### src/rtl/flit_link_pkg.sv
package flit_link_pkg;

    localparam int FLIT_W  = 64;
    localparam int FIELD_W = 6;
    localparam int ADDR_W  = FIELD_W;
    localparam int KIND_W  = 2;
    localparam int UNIT_W  = KIND_W + FIELD_W;
    localparam int DATA_N  = (FLIT_W + FIELD_W - 1) / FIELD_W;
    localparam int UNITS_N = DATA_N + 1;
    localparam int PAD_W   = DATA_N * FIELD_W;
    localparam int CNT_W   = $clog2(UNITS_N + 1);

    typedef enum logic [KIND_W-1:0] {
        UK_BODY = 2'b00,
        UK_TAIL = 2'b01,
        UK_HEAD = 2'b10,
        UK_RSVD = 2'b11
    } ukind_e;

    typedef struct packed {
        ukind_e               kind;
        logic [FIELD_W-1:0]   field;
    } unit_t;

    typedef enum logic [1:0] {
        RX_IDLE,
        RX_MINE,
        RX_PASS
    } rx_state_e;

    function automatic unit_t mk_unit(ukind_e k, logic [FIELD_W-1:0] f);
        unit_t u;
        u.kind  = k;
        u.field = f;
        return u;
    endfunction

endpackage

### src/rtl/flit_frame_tx.sv
module flit_frame_tx
    import flit_link_pkg::*;
(
    input  logic               clk,
    input  logic               rst,
    input  logic               in_valid,
    output logic               in_ready,
    input  logic [FLIT_W-1:0]  in_flit,
    input  logic [ADDR_W-1:0]  in_dest,
    output logic               tx_valid,
    output logic [UNIT_W-1:0]  tx_unit
);

    logic               busy_q;
    logic [CNT_W-1:0]   idx_q;
    logic [ADDR_W-1:0]  dest_q;
    logic [PAD_W-1:0]   pay_q;
    logic               last_w;
    logic               take_w;
    unit_t              unit_w;

    assign last_w   = busy_q && (idx_q == CNT_W'(UNITS_N - 1));
    assign in_ready = !busy_q || last_w;
    assign take_w   = in_valid && in_ready;

    always_ff @(posedge clk) begin
        if (rst) begin
            busy_q <= 1'b0;
            idx_q  <= '0;
            dest_q <= '0;
            pay_q  <= '0;
        end else if (take_w) begin
            busy_q <= 1'b1;
            idx_q  <= '0;
            dest_q <= in_dest;
            pay_q  <= PAD_W'(in_flit);
        end else if (busy_q) begin
            if (last_w) begin
                busy_q <= 1'b0;
            end
            idx_q <= idx_q + 1'b1;
            if (idx_q != '0) begin
                pay_q <= pay_q >> FIELD_W;
            end
        end
    end

    always_comb begin
        if (idx_q == '0) begin
            unit_w = mk_unit(UK_HEAD, dest_q);
        end else if (last_w) begin
            unit_w = mk_unit(UK_TAIL, pay_q[FIELD_W-1:0]);
        end else begin
            unit_w = mk_unit(UK_BODY, pay_q[FIELD_W-1:0]);
        end
    end

    assign tx_valid = busy_q;
    assign tx_unit  = unit_w;

    AST_HEAD_AFTER_TAKE: assert property (@(posedge clk) disable iff (rst)
        take_w |=> (tx_valid && tx_unit[UNIT_W-1 -: KIND_W] == UK_HEAD));
    AST_TAIL_CLOSES: assert property (@(posedge clk) disable iff (rst)
        (tx_valid && tx_unit[UNIT_W-1 -: KIND_W] == UK_TAIL)
        |=> (!tx_valid || tx_unit[UNIT_W-1 -: KIND_W] == UK_HEAD));
    AST_NO_RSVD_OUT: assert property (@(posedge clk) disable iff (rst)
        tx_valid |-> (tx_unit[UNIT_W-1 -: KIND_W] != UK_RSVD));
    AST_BLOCKED_NOT_TAIL: assert property (@(posedge clk) disable iff (rst)
        (tx_valid && !in_ready) |-> (tx_unit[UNIT_W-1 -: KIND_W] != UK_TAIL));

endmodule

### src/rtl/flit_frame_rx.sv
module flit_frame_rx
    import flit_link_pkg::*;
(
    input  logic               clk,
    input  logic               rst,
    input  logic [ADDR_W-1:0]  node_addr,
    input  logic               rx_valid,
    input  logic [UNIT_W-1:0]  rx_unit,
    output logic               out_valid,
    output logic [FLIT_W-1:0]  out_flit,
    output logic               frame_err
);

    unit_t              u_w;
    rx_state_e          state_q;
    logic [CNT_W-1:0]   cnt_q;
    logic [FIELD_W-1:0] slot_q [DATA_N];
    logic [PAD_W-1:0]   asm_w;
    logic               body_ok_w;
    logic               tail_ok_w;
    logic               wr_w;
    logic               out_valid_q;
    logic [FLIT_W-1:0]  out_flit_q;
    logic               err_q;

    assign u_w = unit_t'(rx_unit);

    assign body_ok_w = rx_valid && (state_q == RX_MINE) && (u_w.kind == UK_BODY)
                       && (cnt_q < CNT_W'(DATA_N - 1));
    assign tail_ok_w = rx_valid && (state_q == RX_MINE) && (u_w.kind == UK_TAIL)
                       && (cnt_q == CNT_W'(DATA_N - 1));
    assign wr_w      = body_ok_w || tail_ok_w;

    for (genvar s = 0; s < DATA_N; s++) begin : g_slot
        always_ff @(posedge clk) begin
            if (rst) begin
                slot_q[s] <= '0;
            end else if (wr_w && (cnt_q == CNT_W'(s))) begin
                slot_q[s] <= u_w.field;
            end
        end
        if (s == DATA_N - 1) begin : g_last
            assign asm_w[s*FIELD_W +: FIELD_W] = tail_ok_w ? u_w.field : slot_q[s];
        end else begin : g_mid
            assign asm_w[s*FIELD_W +: FIELD_W] = slot_q[s];
        end
    end

    always_ff @(posedge clk) begin
        if (rst) begin
            state_q     <= RX_IDLE;
            cnt_q       <= '0;
            out_valid_q <= 1'b0;
            out_flit_q  <= '0;
            err_q       <= 1'b0;
        end else begin
            out_valid_q <= 1'b0;
            err_q       <= 1'b0;
            if (rx_valid) begin
                case (u_w.kind)
                    UK_HEAD: begin
                        err_q   <= (state_q != RX_IDLE);
                        state_q <= (u_w.field == node_addr) ? RX_MINE : RX_PASS;
                        cnt_q   <= '0;
                    end
                    UK_BODY: begin
                        if (state_q == RX_IDLE) begin
                            err_q <= 1'b1;
                        end else if (state_q == RX_MINE) begin
                            if (body_ok_w) begin
                                cnt_q <= cnt_q + 1'b1;
                            end else begin
                                err_q   <= 1'b1;
                                state_q <= RX_IDLE;
                            end
                        end
                    end
                    UK_TAIL: begin
                        if (state_q == RX_IDLE) begin
                            err_q <= 1'b1;
                        end else if (state_q == RX_MINE) begin
                            if (tail_ok_w) begin
                                out_valid_q <= 1'b1;
                                out_flit_q  <= asm_w[FLIT_W-1:0];
                            end else begin
                                err_q <= 1'b1;
                            end
                        end
                        state_q <= RX_IDLE;
                    end
                    default: begin
                        err_q   <= 1'b1;
                        state_q <= RX_IDLE;
                    end
                endcase
            end
        end
    end

    assign out_valid = out_valid_q;
    assign out_flit  = out_flit_q;
    assign frame_err = err_q;

    AST_OUT_SINGLE_PULSE: assert property (@(posedge clk) disable iff (rst)
        out_valid |=> !out_valid);
    AST_ORPHAN_FLAGGED: assert property (@(posedge clk) disable iff (rst)
        (rx_valid && state_q == RX_IDLE && (u_w.kind == UK_BODY || u_w.kind == UK_TAIL))
        |=> (frame_err && !out_valid));
    AST_HEAD_MIDFLIT: assert property (@(posedge clk) disable iff (rst)
        (rx_valid && state_q != RX_IDLE && u_w.kind == UK_HEAD)
        |=> (frame_err && !out_valid));
    AST_PASS_SILENT: assert property (@(posedge clk) disable iff (rst)
        (rx_valid && state_q == RX_PASS && (u_w.kind == UK_BODY || u_w.kind == UK_TAIL))
        |=> (!frame_err && !out_valid));
    AST_ERR_EXCLUDES_OUT: assert property (@(posedge clk) disable iff (rst)
        !(out_valid && frame_err));

endmodule

### src/rtl/flit_ring_link.sv
module flit_ring_link
    import flit_link_pkg::*;
(
    input  logic               clk,
    input  logic               rst,
    input  logic [ADDR_W-1:0]  node_addr,
    input  logic               in_valid,
    output logic               in_ready,
    input  logic [FLIT_W-1:0]  in_flit,
    input  logic [ADDR_W-1:0]  in_dest,
    output logic               tx_valid,
    output logic [UNIT_W-1:0]  tx_unit,
    input  logic               rx_valid,
    input  logic [UNIT_W-1:0]  rx_unit,
    output logic               out_valid,
    output logic [FLIT_W-1:0]  out_flit,
    output logic               frame_err
);

    flit_frame_tx u_tx (
        .clk      (clk),
        .rst      (rst),
        .in_valid (in_valid),
        .in_ready (in_ready),
        .in_flit  (in_flit),
        .in_dest  (in_dest),
        .tx_valid (tx_valid),
        .tx_unit  (tx_unit)
    );

    flit_frame_rx u_rx (
        .clk       (clk),
        .rst       (rst),
        .node_addr (node_addr),
        .rx_valid  (rx_valid),
        .rx_unit   (rx_unit),
        .out_valid (out_valid),
        .out_flit  (out_flit),
        .frame_err (frame_err)
    );

endmodule

### config.mk
export PLATFORM = sky130hd
export DESIGN_NAME = flit_ring_link
export DESIGN_NICKNAME = d
export VERILOG_FILES = /design/src/rtl/flit_link_pkg.sv /design/src/rtl/flit_frame_tx.sv /design/src/rtl/flit_frame_rx.sv /design/src/rtl/flit_ring_link.sv
export SDC_FILE = /design/constraint.sdc
export NUM_CORES = 1
export LEC_CHECK = 0
export ABC_AREA = 1
export BUFFER_PORTS_ARGS = -buffer_cell sky130_fd_sc_hd__buf_2
export CORE_UTILIZATION = 55
export CTS_CLUSTER_DIAMETER = 60
export CTS_CLUSTER_SIZE = 40
export DETAILED_ROUTE_END_ITERATION = 8
export GPL_ROUTABILITY_DRIVEN = 0
export PLACE_DENSITY = 0.77
export SYNTH_ARGS = -nofsm -noshare
export SYNTH_HDL_FRONTEND = slang
export SYNTH_SLANG_ARGS = --single-unit
### constraint.sdc
create_clock -name clk -period 2.72 [get_ports clk]
set_clock_uncertainty 0.1 [all_clocks]
set_input_delay 0.136 -clock clk [delete_from_list [all_inputs] [get_ports clk]]
set_output_delay 0.136 -clock clk [all_outputs]
set_load 0.01 [all_outputs]
==> impl_metrics.sql <==
INSERT INTO impl_metrics (metric_group, metric, value, unit) VALUES
('outcome', 'status', 'completed', ''),
('floorplanning', 'design.portCount', '164', ''),
('floorplanning', 'die-height', '125.8', 'microns'),
('sta', 'timing.final.crit_share', '0.8415', ''),
('sta', 'hold_viol_final', '0', ''),
('global_routing', 'wire_length_of_the_first_global_routing_pass', '34850', 'microns'),
('placed_design', 'dpl_cell_area', '9333', 'sq um'),
('global_routing', 'antenna_found_initial', '1', ''),
('clock_tree', 'cts_tree', 'built', ''),
('detailed_routing', 'vias', '7597', ''),
('detailed_routing', 'drc_viols', '0', ''),
('detailed_routing', 'drt_pass1_iterations', '7', ''),
('job', 'max-cap-violations', '0', ''),
('sta', 'finalHoldWorstSlack', '0.01372', 'ns'),
('placed_design', 'number_of_placed_instances_taps_included', '1319', ''),
('clock_tree', 'buffer_count_from_post_cts_setup_fixing', '0', ''),
('power_and_ir_drop', 'power_density', '596.8', 'nW/um^2'),
('global_routing', 'maximum_number_of_pins_on_one_net_before_global_route_repair', '75', ''),
('global_routing', 'grt_remaining_overflow', '0', ''),
('synth', 'synth.yosys.seq_area_share', '0.5627', ''),
('clock_tree', 'worst_skew_pair.late_latency', '0.48', 'ns'),
('power_and_ir_drop', 'max_ir_drop_vdd', '0.4678', 'mV'),
('cells_and_area', 'postLayoutCoreUtil', '0.7185', ''),
('placed_design', 'dp_hpwl', '13190', 'microns'),
('cells_and_area', 'design.final.nets', '1321', ''),
('synth', 'post_synth_edffs', '60', ''),
('floorplanning', 'die_area', '15830', 'sq um'),
('worst_setup_path', 'criticalPathCategory', 'reg2reg', ''),
('clock_tree', 'clkSlewWorstSetupHoldPaths', '0.09', 'ns'),
('synth', 'post_synth_num_cell_types', '28', ''),
('floorplanning', 'die_width', '125.8', 'microns'),
('synth', 'post_synth_net_total', '1110', ''),
('floorplanning', 'coreArea', '14750', 'sq um'),
('hold_path', 'hp-class', 'in2reg', ''),
('clock_tree', 'h-tree-depth', '1', ''),
('sta', 'period_needed', '2.289', 'ns'),
('clock_tree', 'cts-root-buf', 'sky130_fd_sc_hd__clkbuf_16', ''),
('synth', 'asyncSetResetFlopFracSynth', '0', ''),
('detailed_routing', 'detailedRoute.firstIterationViolations', '585', ''),
('detailed_routing', 'drt_wl_total', '21360', 'microns'),
('cells_and_area', 'area_added_between_synthesis_and_finish', '25.73', '%'),
('global_routing', 'grt_util_all_layers', '0.2695', ''),
('power_and_ir_drop', 'fin_total_pwr', '6.326', 'mW'),
('synth', 'combined_area_of_all_synthesized_cells', '8432', 'sq um'),
('hold_path', 'min_path_cells', '6', ''),
('worst_setup_path', 'worstSetupEndpointType', 'register', ''),
('sta', 'finalMaxSlewViolations', '0', ''),
('sta', 'timing.setup.tns', '0', 'ns'),
('synth', 'synth_top_flop_cell', 'sky130_fd_sc_hd__dfxtp_1', ''),
('clock_tree', 'cts_made_buffers', '15', ''),
('worst_setup_path', 'critical_path_peak_fanout', '11', ''),
('clock_tree', 'numClockSinks', '207', ''),
('sta', 'relSlewSlack', '0.5731', ''),
('sta', 'fin_ws', '0.4310', 'ns'),
('placed_design', 'placement.setup.worst_slack', '0.4951', 'ns'),
('cells_and_area', 'post_route_cells_drive_above_1_share', '0.1861', ''),
('sta', 'number_of_setup_violations_in_the_final_report', '0', ''),
('detailed_routing', 'average_via_count_per_standard_cell', '5.346', ''),
('synth', 'synth_cells', '1016', ''),
('global_routing', 'grt_pass1_vias', '7237', ''),
('worst_setup_path', 'timing.critical_path.from_type', 'register', ''),
('synth', 'post_synthesis_sequential_element_count', '207', ''),
('cells_and_area', 'postLayoutCellArea', '10600', 'sq um'),
('synth', 'ys.warnings.count', '0', ''),
('cells_and_area', 'post_layout_nonfiller_instances', '1421', ''),
('detailed_routing', 'routedWlPerCell', '15.03', 'microns'),
('worst_setup_path', 'rr_worst_depth', '8', ''),
('sta', 'worstMarginPinSlew', '0.6404', 'ns'),
('clock_tree', 'cts-root-to-sink-buffers', '3', ''),
('sta', 'unrepaired_setup_endpoints_after_global_routing', 'false', ''),
('placed_design', 'numPortBuffers', '163', ''),
('worst_setup_path', 'critical_path_required', '2.75', 'ns'),
('detailed_routing', 'drtAntennaViolNets', '0', ''),
('worst_setup_path', 'crit_arrival', '2.32', 'ns'),
('power_and_ir_drop', 'leakage', '4.509', 'nW'),
('floorplanning', 'num_rows', '44', ''),
('sta', 'fmaxAchievable', '436.9', 'MHz'),
('synth', 'postSynthAreaPerCell', '8.299', 'sq um'),
('clock_tree', 'cts-resized-gates', '0', ''),
('floorplanning', 'initial_utilization', '0.5715', '');
==> synth_stat cells (2+ instances only) <==
library cell               number  area [sq um]
sky130_fd_sc_hd__nor2_1       211         792.0
sky130_fd_sc_hd__nand2_2        6         37.54
sky130_fd_sc_hd__nor3_1         2         10.01
sky130_fd_sc_hd__nand2_1      143         536.8
sky130_fd_sc_hd__nand3_2        2         20.02
sky130_fd_sc_hd__a31oi_1       12         75.07
sky130_fd_sc_hd__o21ai_0      180         900.9
sky130_fd_sc_hd__o21ai_1        2         10.01
sky130_fd_sc_hd__buf_6          3         33.78
sky130_fd_sc_hd__clkbuf_2       5         25.02
sky130_fd_sc_hd__nand4_1        7         43.79
sky130_fd_sc_hd__a21oi_1       66         330.3
sky130_fd_sc_hd__nand4_4        4         85.08
sky130_fd_sc_hd__edfxtp_1      60          1802
sky130_fd_sc_hd__inv_1         76         285.3
sky130_fd_sc_hd__xor2_1         2         17.52
sky130_fd_sc_hd__nand3_1       16         80.08
sky130_fd_sc_hd__nand2_4        2         22.52
sky130_fd_sc_hd__buf_4          8         60.06
sky130_fd_sc_hd__buf_2         11         55.05
sky130_fd_sc_hd__ha_1           6         75.07
sky130_fd_sc_hd__clkbuf_1      36         135.1
sky130_fd_sc_hd__dfxtp_1      147          2943
sky130_fd_sc_hd__inv_2          5         18.77
==> report_power, final <==
group	internal [mW]	leakage [nW]	switching, mW
sequential	3.28	1.82	0.0589
combinational	0.250	2.45	0.347
clock	1.18	0.244	1.21
==> cells by family after synthesis <==
kind of cell,count (synthesis),synth area share
AOI/OAI and AO/OA,260,0.1561
xor gates and xnor gates,2,0.002078
DFF,207,0.5627
and+or+nand+nor,395,0.1953
adders and majority gates,6,0.008903
buffers and inverters,146,0.07494
==> state kept, by name, summed over array words and instances, names as in the netlist, 2 cells and up <==
| register | count |
|---|---|
| u_tx.pay_q | 64 |
| u_tx.dest_q | 6 |
| u_rx.out_flit | 9 |
| u_rx.state_q | 2 |
| u_tx.idx_q | 4 |
| u_rx.slot_q | 60 |
| u_rx.cnt_q | 4 |
| out_flit | 55 |
==> cells in the final DEF (no fill, tap or decap), drive strengths merged, types with 6 or more instances in the layout <==
cell and count:
a31oi 12, buf 184, a21oi 66, o21ai 182, ha 6, nand3 18
clkbuf 16, inv 85, nand2 151, edfxtp 60, dfxtp 147, nor2 212
dlygate4sd3 75, nand4 11
==> metal layers <==
layer,GRT usage,part of all wire
met5,0,0
met4,0.08575,0.024
met1,0.3633,0.44
met3,0.03781,0.063
met2,0.4510,0.47
==> critical path, cell delays in order, from the launching register on <==
cell and delay, ns:
sky130_fd_sc_hd__dfxtp_1 0.35, sky130_fd_sc_hd__inv_1 0.13, sky130_fd_sc_hd__ha_1 0.29, sky130_fd_sc_hd__nand3_1 0.16, sky130_fd_sc_hd__nor2_4 0.14, sky130_fd_sc_hd__nand2_4 0.07
sky130_fd_sc_hd__nand2_4 0.18, sky130_fd_sc_hd__nand2_2 0.08, sky130_fd_sc_hd__o21ai_1 0.44
==> timing repair <==
action | in CTS | in global routing
endpoints found under the hold margin | 75 | 0
endpoints found under the setup margin | 0 | 0
hold buffers | 75 | 0
==> final cells by class <==
cell class / instances / area [sq um]
diodes: 1 / 2.502
clock buffers: 16 / 379.1
clock inverters: 10 / 136.4
fillers: 1091 / 4153
inverters: 81 / 304.0
multi-input cells: 663 / 3055
flip-flops and latches: 207 / 4745
well taps: 184 / 230.2
repair buffers: 259 / 1749
==> path summary, 6_finish.rpt <==
kind,start,endpoint,slack [ns]
worst min-delay path,node_addr[0],u_rx.state_q[0],0.01
worst max register to register,u_rx.cnt_q[0],u_rx.slot_q[8][3],0.43
worst min register to register,u_tx.pay_q[47],u_tx.pay_q[47],0.37
worst max-delay path,u_rx.cnt_q[0],u_rx.slot_q[8][3],0.43
Power figures use the tool's default switching activity.
